### config.mk
export PLATFORM = sky130hd
export DESIGN_NAME = pc_page_stack
export DESIGN_NICKNAME = d
export VERILOG_FILES = /design/src/rtl/pcs_pkg.sv /design/src/rtl/pcs_next.sv /design/src/rtl/pcs_stack.sv /design/src/rtl/pc_page_stack.sv
export SDC_FILE = /design/constraint.sdc
export NUM_CORES = 1
export LEC_CHECK = 0
export BUFFER_PORTS_ARGS = -buffer_cell sky130_fd_sc_hd__buf_2
export CORE_UTILIZATION = 30
export DETAILED_ROUTE_END_ITERATION = 12
export PLACE_DENSITY = 0.5
export SKIP_LAST_GASP = 1
export SLEW_MARGIN = 25
export SYNTH_ARGS = -nofsm -noshare
export SYNTH_HDL_FRONTEND = slang
export SYNTH_SLANG_ARGS = --single-unit
### constraint.sdc
create_clock -name clk -period 3.1 [get_ports clk]
set_input_delay 0.155 -clock clk [delete_from_list [all_inputs] [get_ports clk]]
set_output_delay 0.155 -clock clk [all_outputs]
set_load 0.05 [all_outputs]
### src/rtl/pcs_pkg.sv
package pcs_pkg;

   typedef enum logic [2:0] {
      PC_STEP  = 3'd0,
      PC_JUMP  = 3'd1,
      PC_CALL  = 3'd2,
      PC_RET   = 3'd3,
      PC_RETI  = 3'd4,
      PC_LOAD  = 3'd5,
      PC_HOLD  = 3'd6,
      PC_HOLD2 = 3'd7
   } pc_cmd_e;

endpackage

### src/rtl/pcs_next.sv
module pcs_next
   import pcs_pkg::*;
#(
   parameter int unsigned PC_W    = 12,
   parameter int unsigned ADDR_W  = 11,
   parameter int unsigned PAGE_W  = 10,
   parameter int unsigned IRQ_VEC = 3,
   localparam int unsigned SEL_W  = ADDR_W - PAGE_W
) (
   input  logic [PC_W-1:0]   pc_i,
   input  logic [2:0]        cmd_i,
   input  logic              irq_i,
   input  logic [ADDR_W-1:0] tgt_i,
   input  logic [SEL_W-1:0]  sel_i,
   input  logic [PC_W-1:0]   top_i,
   output logic [PC_W-1:0]   nxt_o,
   output logic              push_o,
   output logic              pop_o,
   output logic [PC_W-1:0]   push_val_o,
   output logic              reti_o
);

   logic [ADDR_W-1:0] inc_a, jmp_a;
   logic [PC_W-1:0]   inc_w, jmp_w, ld_w;
   pc_cmd_e           cmd;

   assign cmd   = pc_cmd_e'(cmd_i);
   assign inc_a = pc_i[ADDR_W-1:0] + ADDR_W'(1);
   assign jmp_a = {sel_i, tgt_i[PAGE_W-1:0]};

   generate
      if (PC_W > ADDR_W) begin : g_pad
         localparam int unsigned PAD = PC_W - ADDR_W;
         assign inc_w = {{PAD{1'b0}}, inc_a};
         assign jmp_w = {{PAD{1'b0}}, jmp_a};
         assign ld_w  = {{PAD{1'b0}}, tgt_i};
      end else begin : g_flat
         assign inc_w = inc_a;
         assign jmp_w = jmp_a;
         assign ld_w  = tgt_i;
      end
   endgenerate

   assign push_val_o = inc_w;

   always_comb begin
      nxt_o  = pc_i;
      push_o = 1'b0;
      pop_o  = 1'b0;
      reti_o = 1'b0;
      if (irq_i) begin
         nxt_o  = PC_W'(IRQ_VEC);
         push_o = 1'b1;
      end else begin
         unique case (cmd)
            PC_STEP: nxt_o = inc_w;
            PC_JUMP: nxt_o = jmp_w;
            PC_CALL: begin
               nxt_o  = jmp_w;
               push_o = 1'b1;
            end
            PC_RET: begin
               nxt_o = top_i;
               pop_o = 1'b1;
            end
            PC_RETI: begin
               nxt_o  = top_i;
               pop_o  = 1'b1;
               reti_o = 1'b1;
            end
            PC_LOAD: nxt_o = ld_w;
            PC_HOLD, PC_HOLD2: nxt_o = pc_i;
            default: nxt_o = pc_i;
         endcase
      end
   end

endmodule

### src/rtl/pcs_stack.sv
module pcs_stack #(
   parameter int unsigned W      = 12,
   parameter int unsigned DEPTH  = 8,
   localparam int unsigned PTR_W = $clog2(DEPTH),
   localparam int unsigned CNT_W = $clog2(DEPTH + 1)
) (
   input  logic             clk,
   input  logic             rst_n,
   input  logic             push_i,
   input  logic             pop_i,
   input  logic [W-1:0]     val_i,
   output logic [W-1:0]     top_o,
   output logic [CNT_W-1:0] cnt_o
);

   logic [W-1:0]     slot_q [DEPTH];
   logic [PTR_W-1:0] sp_q, sp_dn;
   logic [CNT_W-1:0] cnt_q;

   assign sp_dn = sp_q - PTR_W'(1);
   assign top_o = slot_q[sp_dn];
   assign cnt_o = cnt_q;

   always_ff @(posedge clk or negedge rst_n) begin
      if (!rst_n) begin
         for (int i = 0; i < DEPTH; i++) slot_q[i] <= '0;
      end else if (push_i) begin
         slot_q[sp_q] <= val_i;
      end
   end

   always_ff @(posedge clk or negedge rst_n) begin
      if (!rst_n) begin
         sp_q  <= '0;
         cnt_q <= '0;
      end else if (push_i) begin
         sp_q <= sp_q + PTR_W'(1);
         if (cnt_q != CNT_W'(DEPTH)) cnt_q <= cnt_q + CNT_W'(1);
      end else if (pop_i) begin
         sp_q <= sp_dn;
         if (cnt_q != '0) cnt_q <= cnt_q - CNT_W'(1);
      end
   end

endmodule

### src/rtl/pc_page_stack.sv
module pc_page_stack #(
   parameter int unsigned PC_W    = 12,
   parameter int unsigned ADDR_W  = 11,
   parameter int unsigned PAGE_W  = 10,
   parameter int unsigned DEPTH   = 8,
   parameter int unsigned IRQ_VEC = 3,
   localparam int unsigned SEL_W  = ADDR_W - PAGE_W,
   localparam int unsigned CNT_W  = $clog2(DEPTH + 1)
) (
   input  logic              clk,
   input  logic              rst_n,
   input  logic [2:0]        cmd_i,
   input  logic              irq_take_i,
   input  logic [ADDR_W-1:0] tgt_i,
   input  logic [SEL_W-1:0]  page_i,
   output logic [PC_W-1:0]   pc_o,
   output logic [CNT_W-1:0]  depth_o,
   output logic              gie_set_o
);

   generate
      if (ADDR_W > PC_W) begin : g_bad_addr
         $error("ADDR_W must not exceed PC_W");
      end
      if (PAGE_W >= ADDR_W) begin : g_bad_page
         $error("PAGE_W must be below ADDR_W");
      end
      if (DEPTH < 2 || (DEPTH & (DEPTH - 1)) != 0) begin : g_bad_depth
         $error("DEPTH must be a power of two, at least 2");
      end
      if (IRQ_VEC >= (1 << ADDR_W)) begin : g_bad_vec
         $error("IRQ_VEC outside the address space");
      end
   endgenerate

   logic [PC_W-1:0] pc_q, nxt, top, push_val;
   logic            push, pop, reti, gie_q;

   pcs_next #(
      .PC_W(PC_W), .ADDR_W(ADDR_W), .PAGE_W(PAGE_W), .IRQ_VEC(IRQ_VEC)
   ) u_next (
      .pc_i(pc_q), .cmd_i(cmd_i), .irq_i(irq_take_i), .tgt_i(tgt_i),
      .sel_i(page_i), .top_i(top), .nxt_o(nxt), .push_o(push),
      .pop_o(pop), .push_val_o(push_val), .reti_o(reti)
   );

   pcs_stack #(
      .W(PC_W), .DEPTH(DEPTH)
   ) u_stack (
      .clk(clk), .rst_n(rst_n), .push_i(push), .pop_i(pop),
      .val_i(push_val), .top_o(top), .cnt_o(depth_o)
   );

   always_ff @(posedge clk or negedge rst_n) begin
      if (!rst_n) begin
         pc_q  <= '0;
         gie_q <= 1'b0;
      end else begin
         pc_q  <= nxt;
         gie_q <= reti;
      end
   end

   assign pc_o      = pc_q;
   assign gie_set_o = gie_q;

endmodule

==> results of run 1 <==
[final cells by class]
type | instances | share of cell area, %
clock buffers | 11 | 4.027
repair buffers | 49 | 5.024
well taps | 225 | 4.671
multi-input cells | 373 | 40.02
inverters | 7 | 0.4360
clock inverters | 5 | 1.391
flip-flops and latches | 107 | 44.43
[power breakdown]
group	total [mW]	internal, mW	switching [mW]
clock network	1.27	0.734	0.531
registers	2.34	1.94	0.396
logic	2.58	1.06	1.53
[cell usage after synthesis (2+ instances only)]
master / number / area, sq um
inv_1: 2 / 7.510
a211oi_1: 4 / 30.03
a2111oi_0: 2 / 17.52
inv_2: 5 / 18.77
nand2b_1: 3 / 18.77
clkbuf_1: 24 / 90.09
mux2_1: 8 / 90.09
nand2_1: 107 / 401.6
nand3_1: 8 / 40.04
a221oi_1: 3 / 26.28
nor2b_1: 4 / 25.02
mux4_2: 17 / 382.9
o211ai_1: 2 / 15.01
and4_1: 3 / 26.28
o21a_1: 3 / 22.52
a22o_1: 2 / 17.52
ha_1: 4 / 50.05
o21ai_1: 43 / 215.2
nand4_1: 8 / 50.05
a21o_1: 2 / 15.01
xor2_1: 7 / 61.31
a311oi_1: 2 / 17.52
a22oi_1: 2 / 15.01
o21ai_0: 44 / 220.2
nor3_1: 2 / 10.01
a31oi_1: 9 / 56.30
a21oi_1: 20 / 100.1
or4_1: 3 / 22.52
buf_2: 8 / 40.04
mux2_2: 3 / 33.78
maj3_1: 3 / 30.03
nor2_1: 18 / 67.56
dfrtp_1: 107 / 2678
xnor2_1: 8 / 70.07
and3_1: 5 / 31.28
mux2i_1: 10 / 100.1
[routing by layer]
metal / wire [um] / part of all wire, % / vias to the layer above / track usage (%)
met5: 0 / 0 / - / 0
li1: - / - / 1918 / -
met4: 145 / 1.0 / 0 / 5.868
met3: 814 / 5.6 / 13 / 2.177
met1: 6718 / 47 / 2023 / 24.52
met2: 6733 / 47 / 139 / 26.14
[cells by family (layout without fill, tap and decap cells)]
| family | after synthesis | count (layout) | share of synthesized area [%] |
|---|---|---|---|
| other cells | 1 | 1 | 0.07117 |
| flops | 107 | 107 | 50.82 |
| mux | 38 | 38 | 11.52 |
| fa+ha+maj | 7 | 7 | 1.520 |
| simple gates | 164 | 164 | 13.56 |
| xor+xnor | 16 | 16 | 3.016 |
| buf+inv | 42 | 72 | 3.396 |
| compound gates | 147 | 147 | 16.10 |
[through the flow]
| stage | instances | power, mW | hold WS, ps | instance area (sq um) |
|---|---|---|---|---|
| after CTS | 777 | 6.224 | 77.77 | 6027 |
| after global routing | 777 | 6.588 | 129.8 | 6027 |
| after global placement | 760 | 4.875 | 106.3 | 5690 |
| final | 777 | 6.186 | 78.27 | 6027 |
| after floorplan | 522 | 4.147 | -140.6 | 5269 |
| after detailed placement | 760 | 4.947 | 113.1 | 5690 |
[worst register-to-register path, delay by kind of cell (launching register included)]
family                   cells  cell delay, ps
multiplexers                 2             830
buffers and inverters        2             330
AO/OA/AOI/OAI                1             240
flip-flops                   1             460
AND/OR/NAND/NOR              1              90
adder cells (fa/ha/maj)      1             310
[layout by cell type (no fill, tap or decap), types with 4 or more instances in the layout]
cell       synthesis  final
nand2_1          107    107
dfrtp_1          107    107
o21ai_0           44     44
o21ai_1           43     43
buf_2              8     32
a21oi_1           20     20
nor2_1            18     18
mux4_2            17     17
buf_4              1     15
mux2i_1           10     10
a31oi_1            9      9
clkbuf_16          0      9
xnor2_1            8      8
nand3_1            8      8
nand4_1            8      8
mux2_1             8      8
xor2_1             7      7
inv_2              5      5
and3_1             5      5
nor2b_1            4      4
a211oi_1           4      4
ha_1               4      4
[what timing repair did]
action	in CTS	in global routing
hold endpoints to repair	25	0
hold buffers	1	0
gates resized for setup	0	0
[sequential cells by signal (all words and copies together) (netlist names)]
name            cells
u_stack.slot_q     88
u_stack.sp_q        3
u_stack.cnt_o       4
gie_set_o           1
pc_o               11
[worst paths after layout]
| check | endpoint | startpoint | cells past startpoint |
|---|---|---|---|
| max | pc_o[10] | u_stack.sp_q[1] | 7 |
| min in group asynchronous | u_stack.slot_q[39] | rst_n | 2 |
| min | pc_o[0] | tgt_i[0] | 3 |
| max in group asynchronous | u_stack.slot_q[49] | rst_n | 3 |
| min reg2reg | u_stack.slot_q[89] | u_stack.slot_q[89] | 2 |
| max reg2reg | pc_o[10] | u_stack.sp_q[1] | 7 |
==> results.json, run 1 <==
{
  "status": "completed",
  "max_freq_ghz": 0.4158,
  "drt_pass1_iterations": 5,
  "drive_gt1_share_pct": 16.30,
  "yosysUniqueCellTypes": 53,
  "gp_congestion": 0.8275,
  "synth_area_sq_um": 5269,
  "required_ps": 3310,
  "report.final.slew_viol_count": 0,
  "cts.sinks": 107,
  "drtIter0Drc": 327,
  "fp.dieW_um": 134.5,
  "grt_pass1_wl_um": 23040,
  "antenna_found_initial": 0,
  "dr_total_vias": 4093,
  "path_cells": "inv_2 -> ha_1 -> inv_2 -> mux4_2 -> mux2_2 -> a221oi_1 -> nor4_1",
  "root_buffer": "clkbuf_16",
  "grt_start_max_net_pins": 83,
  "initial_core_util_pct": 30.57,
  "rows": 48,
  "finalCritPeriodShare_pct": 77.58,
  "fin_crit_ps": 2405,
  "worst-path-buf-inv": 2,
  "drcViolationCount": 0,
  "ys_ff_latch": 107,
  "ir_worst_vdd_mv": 0.4739,
  "cp-end-kind": "register",
  "path_delay_family": "multiplexers",
  "critPathMaxFanout": 10,
  "io_pins": 35,
  "coreArea_sq_um": 17240,
  "rsz0062_at_grt": "no",
  "final_util_pct": 34.97,
  "fin_ws_ps": 695.0,
  "async_flop_share_pct": 100.0,
  "yosysWarnings": 0,
  "insertion_delay_ps": 350,
  "synth_edf_count": 0,
  "hold_viol_final": 0,
  "port_buffers": 33,
  "cts_inserted_buffers": 9,
  "synthFlopType": "dfrtp_1",
  "syn_inst": 522,
  "htreeDepth": 3,
  "clkTransAtPathRegs_ps": 70,
  "die_h_um": 134.5,
  "area_growth_syn_to_layout_pct": 14.39,
  "post-cts-setup-buffers": 0,
  "relSlewSlack_pct": 38.39,
  "diodes": 0,
  "power_density_nw_per_um2": 1026,
  "synth_area_per_cell_sq_um": 10.09,
  "start_kind": "register",
  "setup_violations": 0,
  "regToRegSetupSlack_ps": 690,
  "overflow": 0,
  "die_area_sq_um": 18100,
  "seq_area_frac_synth_pct": 50.82,
  "maxCapViolations": 0,
  "leakage_nw": 2.614,
  "wire_per_inst_um": 18.55,
  "register_area_sq_um": 2678,
  "multiInputGateArea_sq_um": 2412,
  "post-dp-hpwl_um": 9777,
  "clockBufferDepth": 2,
  "antenna_left": 0,
  "arrival_ps": 2620,
  "cts_tree": "yes",
  "fin_nets": 569,
  "clock_skew_ps": 8.979,
  "tightest_slew_ps": 924.2,
  "place_ws_ps": 695.3,
  "hp-class": "input port to register",
  "grt_pass1_vias": 3902,
  "setup_tns_ps": 0,
  "routed_via_density": 5.268,
  "wirelength_um": 14410,
  "critPathSlowestCell": "mux4_2",
  "max_stage_delay_ps": 550,
  "crit_type": "register to register",
  "synth_nets": 544,
  "fillers": 1748,
  "grt_use_total_pct": 16.96,
  "cpMostUsedCell": "inv_2"
}
(Power assumes the default switching activity.)
==> run 2: changes to the inputs <==
Clock period 3.1 ns to 2.4 ns, I/O delays scaled along.
==> run 2 against run 1 <==
Cell area grew 1.5%. Die area is the same. Register-to-register slack lost 520 ps. First-iteration DRC count shrank 17%. Clock-buffer cell count grew 1. Wire length shrank 2.2%. Global-route usage shrank 0.49 points. Core utilization grew 0.54 points. Worst hold slack lost 40 ps.
==> results.json, run 2 (same netlist as run 1, synthesis figures left out) <==
{
  "drive_gt1_share_pct": 18.80,
  "worst-path-buf-inv": 1,
  "rsz0062_at_grt": "no",
  "die_h_um": 134.5,
  "critPathSlowestCell": "dfrtp_1",
  "report.final.slew_viol_count": 0,
  "path_delay_family": "multiplexers",
  "required_ps": 2610,
  "maxCapViolations": 0,
  "gp_congestion": 0.8007,
  "wire_per_inst_um": 17.75,
  "setup_violations": 0,
  "fin_ws_ps": 172.5,
  "area_growth_syn_to_layout_pct": 16.15,
  "max_freq_ghz": 0.4489,
  "rows": 48,
  "clkTransAtPathRegs_ps": 80,
  "coreArea_sq_um": 17240,
  "place_ws_ps": 205.2,
  "wirelength_um": 14100,
  "cts_tree": "yes",
  "critPathMaxFanout": 10,
  "grt_pass1_wl_um": 22640,
  "ir_worst_vdd_mv": 0.4450,
  "ctsResizeCount": 0,
  "hp-class": "input port to register",
  "leakage_nw": 2.676,
  "grt_pass1_vias": 4050,
  "fin_crit_ps": 2227,
  "relSlewSlack_pct": 51.41,
  "finalCritPeriodShare_pct": 92.81,
  "die_area_sq_um": 18100,
  "arrival_ps": 2440,
  "max_stage_delay_ps": 390,
  "cts_inserted_buffers": 9,
  "grt_start_max_net_pins": 52,
  "insertion_delay_ps": 340,
  "tightest_slew_ps": 723.7,
  "grt_use_total_pct": 16.46,
  "path_cells": "inv_2 -> ha_1 -> xor2_4 -> mux4_2 -> mux2_2 -> a221oi_1 -> nor4_1",
  "clockBufferDepth": 2,
  "htreeDepth": 3,
  "antenna_found_initial": 0,
  "fin_nets": 586,
  "io_pins": 35,
  "antenna_left": 0,
  "drtIter0Drc": 270,
  "initial_core_util_pct": 30.57,
  "hold_viol_final": 0,
  "root_buffer": "clkbuf_16",
  "port_buffers": 33,
  "post-dp-hpwl_um": 9649,
  "status": "completed",
  "drcViolationCount": 0,
  "routed_via_density": 5.165,
  "start_kind": "register",
  "dr_total_vias": 4101,
  "crit_type": "register to register",
  "cts.sinks": 107,
  "largest_reg_flops": 88,
  "final_cell_mix": "nand2_1 (107), dfrtp_1 (107), o21ai_0 (44), o21ai_1 (43)",
  "clock_skew_ps": 9.297,
  "fp.dieW_um": 134.5,
  "overflow": 0,
  "drt_pass1_iterations": 4,
  "power_density_nw_per_um2": 1278,
  "setup_tns_ps": 0,
  "top_register": "u_stack.slot_q",
  "diodes": 0,
  "cp-end-kind": "register"
}
[run 2: cell count changes in the layout (fill, tap and decap cells not counted)]
cell	delta
buf_4	+17
bufinv_16	-2
clkbuf_8	+1
inv_2	-1
inv_4	+1
inv_6	+1
[run 2: worst register-to-register path, delay by kind of cell (launching register included)]
kind	cells	cell delay (ps)
multiplexers	2	630
flip-flops	1	390
XOR/XNOR	1	350
adder cells (fa/ha/maj)	1	290
AO/OA/AOI/OAI	1	250
buffers and inverters	1	90
AND/OR/NAND/NOR	1	90
[run 2: area by class of cell]
type,instances,area (sq um)
fillers,1734,11120
flip-flops and latches,107,2678
multi-input cells,373,2412
repair buffers,66,430.4
well taps,225,281.5
clock buffers,12,256.5
clock inverters,4,32.53
inverters,7,28.78
[run 2: stage by stage]
stage | hold WS, ps | total power [mW] | instance area (sq um) | std cells | util [%]
3_5_place_dp | 176.6 | 6.427 | 5821 | 777 | 33.77
3_3_place_gp | 167.3 | 6.353 | 5821 | 777 | 33.77
6_report | 38.13 | 7.823 | 6120 | 794 | 35.50
5_1_grt | 40.76 | 8.414 | 6120 | 794 | 35.50
2_1_floorplan | -175.6 | 5.368 | 5271 | 522 | -
4_1_cts | 37.34 | 7.891 | 6120 | 794 | 35.50
[run 2: power by group]
group,internal (mW),total (mW),switching (mW)
Combinational,1.44,3.42,1.98
Sequential,2.51,2.97,0.463
Clock,0.770,1.44,0.665
Total,4.71,7.82,3.11
[run 2: repair_timing]
action	4_1_cts	5_1_grt
hold buffers	1	0
buffers inserted	0	0
hold endpoints to repair	39	0
[run 2: routing by layer]
layer  part of all wire [%]  up-vias  wire length, um  track usage (%)
met3                    4.6       12              650            2.440
met5                      0        -                0                0
met1                     48     2020             6822            23.19
met2                     46      119             6463            26.48
met4                    1.1        0              160            4.370
li1                       -     1950                -                -
[run 2: worst paths after layout]
path,from,to,slack (ps),cells past startpoint
max in group asynchronous,rst_n,u_stack.slot_q[45],1390,3
hold / removal,tgt_i[0],pc_o[0],40,3
setup reg to reg,u_stack.sp_q[1],pc_o[10],170,7
setup / recovery,u_stack.sp_q[1],pc_o[10],170,7
min in group asynchronous,rst_n,u_stack.slot_q[27],330,2
hold reg to reg,u_stack.slot_q[67],u_stack.slot_q[67],480,2
